===== src/rtl/row_gain_pkg.sv =====
package row_gain_pkg;
  // Gain format: unsigned, FRAC_W fractional bits
  localparam int FRAC_W = 8;
  localparam int GAIN_W = 11;
  localparam logic [GAIN_W-1:0] GAIN_ONE = 11'd256;   // 1.0
  localparam logic [GAIN_W-1:0] GAIN_CAP = 11'd1280;  // 5.0
  localparam int REF_FEW  = 5;
  localparam int REF_MANY = 6;
  localparam int BANKS    = 2;
endpackage


===== src/rtl/row_gain_ram.sv =====
module row_gain_ram #(
  parameter int DATA_W = 12,
  parameter int DEPTH  = 128,
  parameter int ADDR_W = $clog2(DEPTH)
) (
  input  logic              clk,
  input  logic              we,
  input  logic [ADDR_W-1:0] waddr,
  input  logic [DATA_W-1:0] wdata,
  input  logic              re,
  input  logic [ADDR_W-1:0] raddr,
  output logic [DATA_W-1:0] rdata
);
  logic [DATA_W-1:0] mem [DEPTH];

  always_ff @(posedge clk) begin
    if (we) mem[waddr] <= wdata;
  end

  always_ff @(posedge clk) begin
    if (re) rdata <= mem[raddr];
  end
endmodule


===== src/rtl/row_gain_div.sv =====
module row_gain_div #(
  parameter int NUM_W = 23,
  parameter int DEN_W = 15
) (
  input  logic             clk,
  input  logic             rst,
  input  logic             start,
  input  logic [NUM_W-1:0] num,
  input  logic [DEN_W-1:0] den,
  output logic             done,
  output logic [NUM_W-1:0] quo
);
  localparam int CNT_W = $clog2(NUM_W + 1);

  logic [DEN_W:0]   rem_q;
  logic [DEN_W-1:0] den_q;
  logic [CNT_W-1:0] cnt_q;
  logic             run_q;
  logic [DEN_W:0]   rem_sh;
  logic             fits;

  // One quotient bit per cycle, restoring form. A zero divisor
  // yields an all-ones quotient, which the caller clamps.
  assign rem_sh = {rem_q[DEN_W-1:0], quo[NUM_W-1]};
  assign fits   = rem_sh >= {1'b0, den_q};

  always_ff @(posedge clk) begin
    if (rst) begin
      rem_q <= '0;
      den_q <= '0;
      cnt_q <= '0;
      run_q <= 1'b0;
      done  <= 1'b0;
      quo   <= '0;
    end else begin
      done <= 1'b0;
      if (start) begin
        run_q <= 1'b1;
        quo   <= num;
        rem_q <= '0;
        den_q <= den;
        cnt_q <= CNT_W'(NUM_W);
      end else if (run_q) begin
        rem_q <= fits ? (rem_sh - {1'b0, den_q}) : rem_sh;
        quo   <= {quo[NUM_W-2:0], fits};
        cnt_q <= cnt_q - 1'b1;
        if (cnt_q == CNT_W'(1)) begin
          run_q <= 1'b0;
          done  <= 1'b1;
        end
      end
    end
  end
endmodule


===== src/rtl/row_gain_wr.sv =====
module row_gain_wr #(
  parameter int PIX_W   = 12,
  parameter int MAX_LEN = 64,
  parameter int LEN_W   = $clog2(MAX_LEN + 1),
  parameter int ADDR_W  = $clog2(MAX_LEN),
  parameter int SUM_W   = PIX_W + 3
) (
  input  logic              clk,
  input  logic              rst,
  input  logic [LEN_W-1:0]  cfg_len,
  input  logic              cfg_ref_six,
  input  logic              in_valid,
  input  logic [PIX_W-1:0]  in_pixel,
  input  logic [1:0]        bank_full,
  output logic              in_ready,
  output logic              we,
  output logic [ADDR_W:0]   waddr,
  output logic [PIX_W-1:0]  wdata,
  output logic              row_done,
  output logic              row_bank,
  output logic [SUM_W-1:0]  row_sum,
  output logic [LEN_W-1:0]  row_len,
  output logic              row_six
);
  localparam int CW = LEN_W + 1;

  logic [CW-1:0]    col_q;
  logic [LEN_W-1:0] len_q;
  logic             six_q;
  logic             bank_q;
  logic [SUM_W-1:0] sum_q;

  logic [LEN_W-1:0] eff_len;
  logic             eff_six;
  logic [CW-1:0]    last_col;
  logic             take;
  logic             is_ref;

  // Configuration counts from the first pixel of a row onward
  assign eff_len  = (col_q == '0) ? cfg_len : len_q;
  assign eff_six  = (col_q == '0) ? cfg_ref_six : six_q;
  assign last_col = CW'(eff_len) + (eff_six ? CW'(row_gain_pkg::REF_MANY)
                                            : CW'(row_gain_pkg::REF_FEW)) - CW'(1);
  assign in_ready = !bank_full[bank_q];
  assign take     = in_valid && in_ready;
  assign is_ref   = col_q >= CW'(eff_len);

  assign we    = take && !is_ref;
  assign waddr = {bank_q, col_q[ADDR_W-1:0]};
  assign wdata = in_pixel;

  always_ff @(posedge clk) begin
    if (rst) begin
      col_q    <= '0;
      len_q    <= '0;
      six_q    <= 1'b0;
      bank_q   <= 1'b0;
      sum_q    <= '0;
      row_done <= 1'b0;
      row_bank <= 1'b0;
      row_sum  <= '0;
      row_len  <= '0;
      row_six  <= 1'b0;
    end else begin
      row_done <= 1'b0;
      if (take) begin
        if (col_q == '0) begin
          len_q <= cfg_len;
          six_q <= cfg_ref_six;
        end
        if (col_q == last_col) begin
          row_done <= 1'b1;
          row_bank <= bank_q;
          row_sum  <= sum_q + SUM_W'(in_pixel);
          row_len  <= eff_len;
          row_six  <= eff_six;
          col_q    <= '0;
          sum_q    <= '0;
          bank_q   <= ~bank_q;
        end else begin
          col_q <= col_q + CW'(1);
          if (is_ref) sum_q <= sum_q + SUM_W'(in_pixel);
        end
      end
    end
  end
endmodule


===== src/rtl/row_gain_rd.sv =====
module row_gain_rd #(
  parameter int PIX_W   = 12,
  parameter int MAX_LEN = 64,
  parameter int LEN_W   = $clog2(MAX_LEN + 1),
  parameter int ADDR_W  = $clog2(MAX_LEN),
  parameter int GAIN_W  = row_gain_pkg::GAIN_W
) (
  input  logic                   clk,
  input  logic                   rst,
  input  logic [1:0]             bank_ok,
  input  logic [1:0][GAIN_W-1:0] bank_gain,
  input  logic [1:0][LEN_W-1:0]  bank_len,
  input  logic [PIX_W-1:0]       ram_q,
  input  logic                   out_ready,
  output logic                   rd_en,
  output logic [ADDR_W:0]        raddr,
  output logic                   rel,
  output logic                   rel_bank,
  output logic                   out_valid,
  output logic [PIX_W-1:0]       out_pixel,
  output logic                   out_last
);
  localparam int FRAC_W = row_gain_pkg::FRAC_W;
  localparam int PROD_W = PIX_W + GAIN_W;
  localparam int SCL_W  = PROD_W - FRAC_W;

  logic [LEN_W-1:0]  col_q;
  logic              bank_q;
  logic              va_q;
  logic              last_a_q;
  logic [GAIN_W-1:0] g_a_q;
  logic              adv;
  logic              at_end;
  logic [PROD_W-1:0] prod;
  logic [SCL_W-1:0]  scaled;
  logic [PIX_W-1:0]  sat_pix;

  assign adv      = !out_valid || out_ready;
  assign rd_en    = adv && bank_ok[bank_q];
  assign at_end   = col_q == (bank_len[bank_q] - LEN_W'(1));
  assign raddr    = {bank_q, col_q[ADDR_W-1:0]};
  assign rel      = rd_en && at_end;
  assign rel_bank = bank_q;

  assign prod    = PROD_W'(ram_q) * PROD_W'(g_a_q);
  assign scaled  = prod[PROD_W-1:FRAC_W];
  assign sat_pix = (|scaled[SCL_W-1:PIX_W]) ? '1 : scaled[PIX_W-1:0];

  always_ff @(posedge clk) begin
    if (rst) begin
      col_q     <= '0;
      bank_q    <= 1'b0;
      va_q      <= 1'b0;
      last_a_q  <= 1'b0;
      g_a_q     <= row_gain_pkg::GAIN_ONE;
      out_valid <= 1'b0;
      out_pixel <= '0;
      out_last  <= 1'b0;
    end else if (adv) begin
      va_q      <= rd_en;
      last_a_q  <= rd_en && at_end;
      g_a_q     <= bank_gain[bank_q];
      out_valid <= va_q;
      out_pixel <= sat_pix;
      out_last  <= last_a_q;
      if (rd_en) begin
        if (at_end) begin
          col_q  <= '0;
          bank_q <= ~bank_q;
        end else begin
          col_q <= col_q + LEN_W'(1);
        end
      end
    end
  end
endmodule


===== src/rtl/row_gain_corrector.sv =====
module row_gain_corrector #(
  parameter int PIX_W   = 12,
  parameter int MAX_LEN = 64,
  parameter int TARGET  = 2048,
  parameter int LEN_W   = $clog2(MAX_LEN + 1)
) (
  input  logic             clk,
  input  logic             rst,
  input  logic [LEN_W-1:0] cfg_len,
  input  logic             cfg_ref_six,
  input  logic             in_valid,
  output logic             in_ready,
  input  logic [PIX_W-1:0] in_pixel,
  output logic             out_valid,
  input  logic             out_ready,
  output logic [PIX_W-1:0] out_pixel,
  output logic             out_last
);
  import row_gain_pkg::*;

  localparam int ADDR_W = $clog2(MAX_LEN);
  localparam int SUM_W  = PIX_W + 3;
  localparam int NUM_W  = PIX_W + 3 + FRAC_W;

  logic                   we;
  logic [ADDR_W:0]        waddr;
  logic [PIX_W-1:0]       wdata;
  logic                   rd_en;
  logic [ADDR_W:0]        raddr;
  logic [PIX_W-1:0]       ram_q;
  logic                   wr_done;
  logic                   wr_bank;
  logic [SUM_W-1:0]       wr_sum;
  logic [LEN_W-1:0]       wr_len;
  logic                   wr_six;
  logic                   rel;
  logic                   rel_bank;
  logic [NUM_W-1:0]       num;

  logic [1:0]             full_q;
  logic [1:0]             gready_q;
  logic [1:0][GAIN_W-1:0] gain_q;
  logic [1:0][LEN_W-1:0]  blen_q;
  logic [1:0]             div_done;
  logic [1:0][NUM_W-1:0]  div_quo;

  function automatic logic [GAIN_W-1:0] clamp_gain(input logic [NUM_W-1:0] q);
    if (q > NUM_W'(GAIN_CAP))      return GAIN_CAP;
    else if (q < NUM_W'(GAIN_ONE)) return GAIN_ONE;
    else                           return q[GAIN_W-1:0];
  endfunction

  row_gain_wr #(
    .PIX_W(PIX_W), .MAX_LEN(MAX_LEN), .LEN_W(LEN_W),
    .ADDR_W(ADDR_W), .SUM_W(SUM_W)
  ) i_wr (
    .clk(clk), .rst(rst), .cfg_len(cfg_len), .cfg_ref_six(cfg_ref_six),
    .in_valid(in_valid), .in_pixel(in_pixel), .bank_full(full_q),
    .in_ready(in_ready), .we(we), .waddr(waddr), .wdata(wdata),
    .row_done(wr_done), .row_bank(wr_bank), .row_sum(wr_sum),
    .row_len(wr_len), .row_six(wr_six)
  );

  row_gain_ram #(
    .DATA_W(PIX_W), .DEPTH(BANKS * (1 << ADDR_W)), .ADDR_W(ADDR_W + 1)
  ) i_ram (
    .clk(clk), .we(we), .waddr(waddr), .wdata(wdata),
    .re(rd_en), .raddr(raddr), .rdata(ram_q)
  );

  // Numerator: TARGET * N, in gain fixed point
  assign num = (NUM_W'(TARGET) * (wr_six ? NUM_W'(REF_MANY) : NUM_W'(REF_FEW))) << FRAC_W;

  for (genvar b = 0; b < BANKS; b++) begin : g_bank
    row_gain_div #(.NUM_W(NUM_W), .DEN_W(SUM_W)) i_div (
      .clk(clk), .rst(rst),
      .start(wr_done && (wr_bank == 1'(b))),
      .num(num), .den(wr_sum),
      .done(div_done[b]), .quo(div_quo[b])
    );
  end

  always_ff @(posedge clk) begin
    if (rst) begin
      full_q   <= '0;
      gready_q <= '0;
      gain_q   <= {BANKS{GAIN_ONE}};
      blen_q   <= '0;
    end else begin
      for (int b = 0; b < BANKS; b++) begin
        if (rel && (rel_bank == 1'(b))) begin
          full_q[b]   <= 1'b0;
          gready_q[b] <= 1'b0;
        end else begin
          if (wr_done && (wr_bank == 1'(b))) begin
            full_q[b] <= 1'b1;
            blen_q[b] <= wr_len;
          end
          if (div_done[b]) begin
            gready_q[b] <= 1'b1;
            gain_q[b]   <= clamp_gain(div_quo[b]);
          end
        end
      end
    end
  end

  row_gain_rd #(
    .PIX_W(PIX_W), .MAX_LEN(MAX_LEN), .LEN_W(LEN_W),
    .ADDR_W(ADDR_W), .GAIN_W(GAIN_W)
  ) i_rd (
    .clk(clk), .rst(rst), .bank_ok(full_q & gready_q),
    .bank_gain(gain_q), .bank_len(blen_q), .ram_q(ram_q),
    .out_ready(out_ready), .rd_en(rd_en), .raddr(raddr),
    .rel(rel), .rel_bank(rel_bank), .out_valid(out_valid),
    .out_pixel(out_pixel), .out_last(out_last)
  );
endmodule


===== config.mk =====
export PLATFORM = sky130hd
export DESIGN_NAME = row_gain_corrector
export DESIGN_NICKNAME = d
export VERILOG_FILES = /design/src/rtl/row_gain_pkg.sv /design/src/rtl/row_gain_ram.sv /design/src/rtl/row_gain_div.sv /design/src/rtl/row_gain_wr.sv /design/src/rtl/row_gain_rd.sv /design/src/rtl/row_gain_corrector.sv
export SDC_FILE = /design/constraint.sdc
export NUM_CORES = 2
export LEC_CHECK = 0
export ABC_AREA = 1
export BUFFER_PORTS_ARGS = -buffer_cell sky130_fd_sc_hd__buf_2
export CAP_MARGIN = 20
export CORE_MARGIN = 3
export CORE_UTILIZATION = 46
export CTS_CLUSTER_SIZE = 20
export DETAILED_ROUTE_END_ITERATION = 8
export PLACE_DENSITY = 0.66
export SLEW_MARGIN = 20
export SYNTH_ARGS = -nofsm -noshare
export SYNTH_HDL_FRONTEND = slang
export SYNTH_SLANG_ARGS = --single-unit

===== constraint.sdc =====
create_clock -name clk -period 15.78 [get_ports clk]
set_input_delay 4.734 -clock clk [delete_from_list [all_inputs] [get_ports clk]]
set_output_delay 4.734 -clock clk [all_outputs]
set_load 0.02 [all_outputs]

==> impl_metrics.env <==
export IMPL_irDropWorstVdd_mv=0.0968
export IMPL_ys_warn_count=0
export IMPL_critPathMaxFanout=16
export IMPL_crit_arrival_ps=8150
export IMPL_hold_violations=0
export IMPL_grt_usage=0.257
export IMPL_yosysMostFrequentCell="edfxtp_1"
export IMPL_fill_cells=14400
export IMPL_fmaxAchievable_mhz=129
export IMPL_grt_overflow=0
export IMPL_crit_path_end="i_ram.mem[43][9]"
export IMPL_min_period_ps=7760
export IMPL_status="finished clean"
export IMPL_fp_dieArea_um2=174000
export IMPL_grt_pass1_vias=52200
export IMPL_maxCapViolCount=0
export IMPL_critPathCaptureType="flop"
export IMPL_grt_max_degree=212
export IMPL_wl_per_cell_um=24.9
export IMPL_numPortBuffers=38
export IMPL_cts_made_buffers=178
export IMPL_vias=54800
export IMPL_power_per_cell_area_nw_per_um2=115
export IMPL_final_setup_viol_count=0
export IMPL_synth_top_area_share=0.598
export IMPL_ys_seq_area_frac=0.663
export IMPL_insertion_delay_ps=810
export IMPL_hold_path_class="reg2reg"
export IMPL_skew_ps=29.9
export IMPL_drcViolationCount=0
export IMPL_wl_um=228000
export IMPL_cts_tree="built"
export IMPL_ys_flop_type="edfxtp_1"
export IMPL_fin_crit_sh=0.492
export IMPL_critical_path_class="in2reg"
export IMPL_start_util=0.464
export IMPL_synth_edf_count=1548
export IMPL_die_x_um=417
export IMPL_drive_above_1_share=0.0624
export IMPL_ant_nets=0
export IMPL_io_pins=39
export IMPL_routed_via_density=5.99
export IMPL_dr_pass1_iters=6
export IMPL_gp_congestion=0.947
export IMPL_reg2reg_from="i_ram.rdata[4]"
export IMPL_async_flop_share=0
export IMPL_synth_top_cells_by_area="edfxtp_1, dfxtp_1, o21ai_0"
export IMPL_rsz0062_at_grt="false"
export IMPL_cp_startpoint="cfg_len[2]"
export IMPL_synth_seq_cells=1800
export IMPL_clockBufferDepth=3
export IMPL_syn_instance_count=6932
export IMPL_pre_cts_ws_ps=7270
export IMPL_synth_area_um2=77700
export IMPL_synth_common_cells="edfxtp_1, nor2_1, o21ai_0, nand2_1, clkbuf_1"
export IMPL_cts_clk_slew_worst_paths_ps=60
export IMPL_cts_root_buf="clkbuf_16"
export IMPL_yosysTopAreaCell="edfxtp_1"
export IMPL_max_slew_margin=0.232
export IMPL_worst_pin_slew_ps=1150
export IMPL_cts_sinks=1800
export IMPL_hpwl_um=140000
export IMPL_rows=150
export IMPL_cp_start_kind="input pin"
export IMPL_p_leak_nw=30.1
export IMPL_avgSynthCellArea_um2=11.2
export IMPL_syn_nets=7167
export IMPL_h_tree_depth=4
export IMPL_die_h_um=417
export IMPL_required_ps=16170
export IMPL_antenna_found_initial=5
export IMPL_setup_slack_ps=8020
export IMPL_finalMaxSlewViolations=0
export IMPL_fp_coreArea_um2=167000
export IMPL_ctsResizeCount=0
export IMPL_postCtsSetupRepairBufs=0
export IMPL_drt_iter0_drc=8082
export IMPL_area_growth_pct=10.3
export IMPL_r2r_slack_ps=10130
export IMPL_r2r_end="i_rd.out_pixel[3]"
export IMPL_tns_ps=0
export IMPL_nNetsFinal=7035
export IMPL_grt_pass1_wl_um=335000
export IMPL_synth_cell_types=51
export IMPL_ctsHoldBuffers=0
export IMPL_r2r_cells=23
power by group:
group	internal, W	leakage, nW	switching, W
registers	0.00517	16.0	0.00000708
logic	0.0000565	11.2	0.000230
clock network	0.00250	2.88	0.00184
total	0.00773	30.1	0.00208
routing by layer:
layer / share of wire / up-vias / routed length, um / track usage
met5: 0.000031 / - / 7 / 0
li1: - / 24500 / - / -
met2: 0.45 / 3290 / 102000 / 0.394
met4: 0.040 / 2 / 9220 / 0.0979
met3: 0.12 / 529 / 26300 / 0.0632
met1: 0.40 / 26600 / 90700 / 0.356
through the flow:
stage | instances | utilization | hold WS [ps] | area [um^2] | power, W
floorplan | 6932 | - | 435 | 77700 | 0.00539
global placement | 8824 | 0.476 | 450 | 79700 | 0.00556
detailed placement | 8824 | 0.476 | 458 | 79700 | 0.00556
CTS | 9156 | 0.512 | 468 | 85700 | 0.00984
global route | 9158 | 0.512 | 479 | 85700 | 0.0101
finish | 9159 | 0.512 | 466 | 85700 | 0.00981
critical path: stages:
cell,delay [ps]
buf_2,90
or2_2,270
o21ai_0,280
ha_1,350
nand2_1,70
o21ai_0,100
nand2_1,80
o2111ai_1,310
nor2_1,190
inv_1,70
nor2_1,220
nand3_1,100
buf_4,330
nor2_1,940
layout by cell type (no fill, tap or decap), types with 183 or more instances in the layout:
master and n:
o22ai_1 231, inv_1 372, clkbuf_16 183, nor2_1 1101, nand3_1 303, nand2_1 804
a21oi_1 272, edfxtp_1 1548, dfxtp_1 248, o21ai_0 922
kinds of logic after synthesis:
| logic type | share of synthesized area |
|---|---|
| fa+ha+maj | 0.0429 |
| simple gates | 0.120 |
| flops | 0.663 |
| mux | 0.000129 |
| compound gates | 0.126 |
| buf+inv | 0.0405 |
| xor+xnor | 0.00722 |
area by class of cell:
type,instances,area (um^2),share of cell area
Antenna cell,3,7.51,0.0000876
Clock inverter,108,1170,0.0136
Clock buffer,224,4790,0.0559
Sequential cell,1800,51500,0.602
Multi-Input combinational cell,4311,23000,0.269
Timing Repair Buffer,124,928,0.0108
Inverter,385,1470,0.0171
Tap cell,2204,2760,0.0322
registers in the layout, indices dropped and copies added, names as in the netlist, 2 cells and up:
register            flops
i_ram.rdata            12
g_bank.i_div.rem_q     30
g_bank.i_div.quo       46
i_rd.col_q              7
i_rd.g_a_q             11
blen_q                 14
full_q                  2
g_bank.i_div.cnt_q     10
g_bank.i_div.run_q      2
i_wr.sum_q             15
i_wr.col_q              8
gain_q                 22
i_wr.row_sum           15
i_wr.row_len            7
i_rd.out_pixel         12
i_ram.mem            1536
gready_q                2
i_wr.len_q              7
g_bank.i_div.den_q     30
g_bank.i_div.done       2
how the worst min path moves through the flow:
stage | startpoint | end | slack (ps) | cells after the start
finish | g_bank[1].i_div.den_q[5] | g_bank[1].i_div.den_q[5] | 470 | 2
global route | g_bank[0].i_div.den_q[13] | g_bank[0].i_div.den_q[13] | 480 | 2
CTS | gain_q[9] | gain_q[9] | 470 | 2
detailed placement | g_bank[0].i_div.den_q[13] | g_bank[0].i_div.den_q[13] | 460 | 2
global placement | g_bank[0].i_div.den_q[11] | g_bank[0].i_div.den_q[11] | 450 | 2
floorplan | g_bank[0].i_div.den_q[10] | g_bank[0].i_div.den_q[10] | 440 | 2
(Power assumes the default switching activity.)
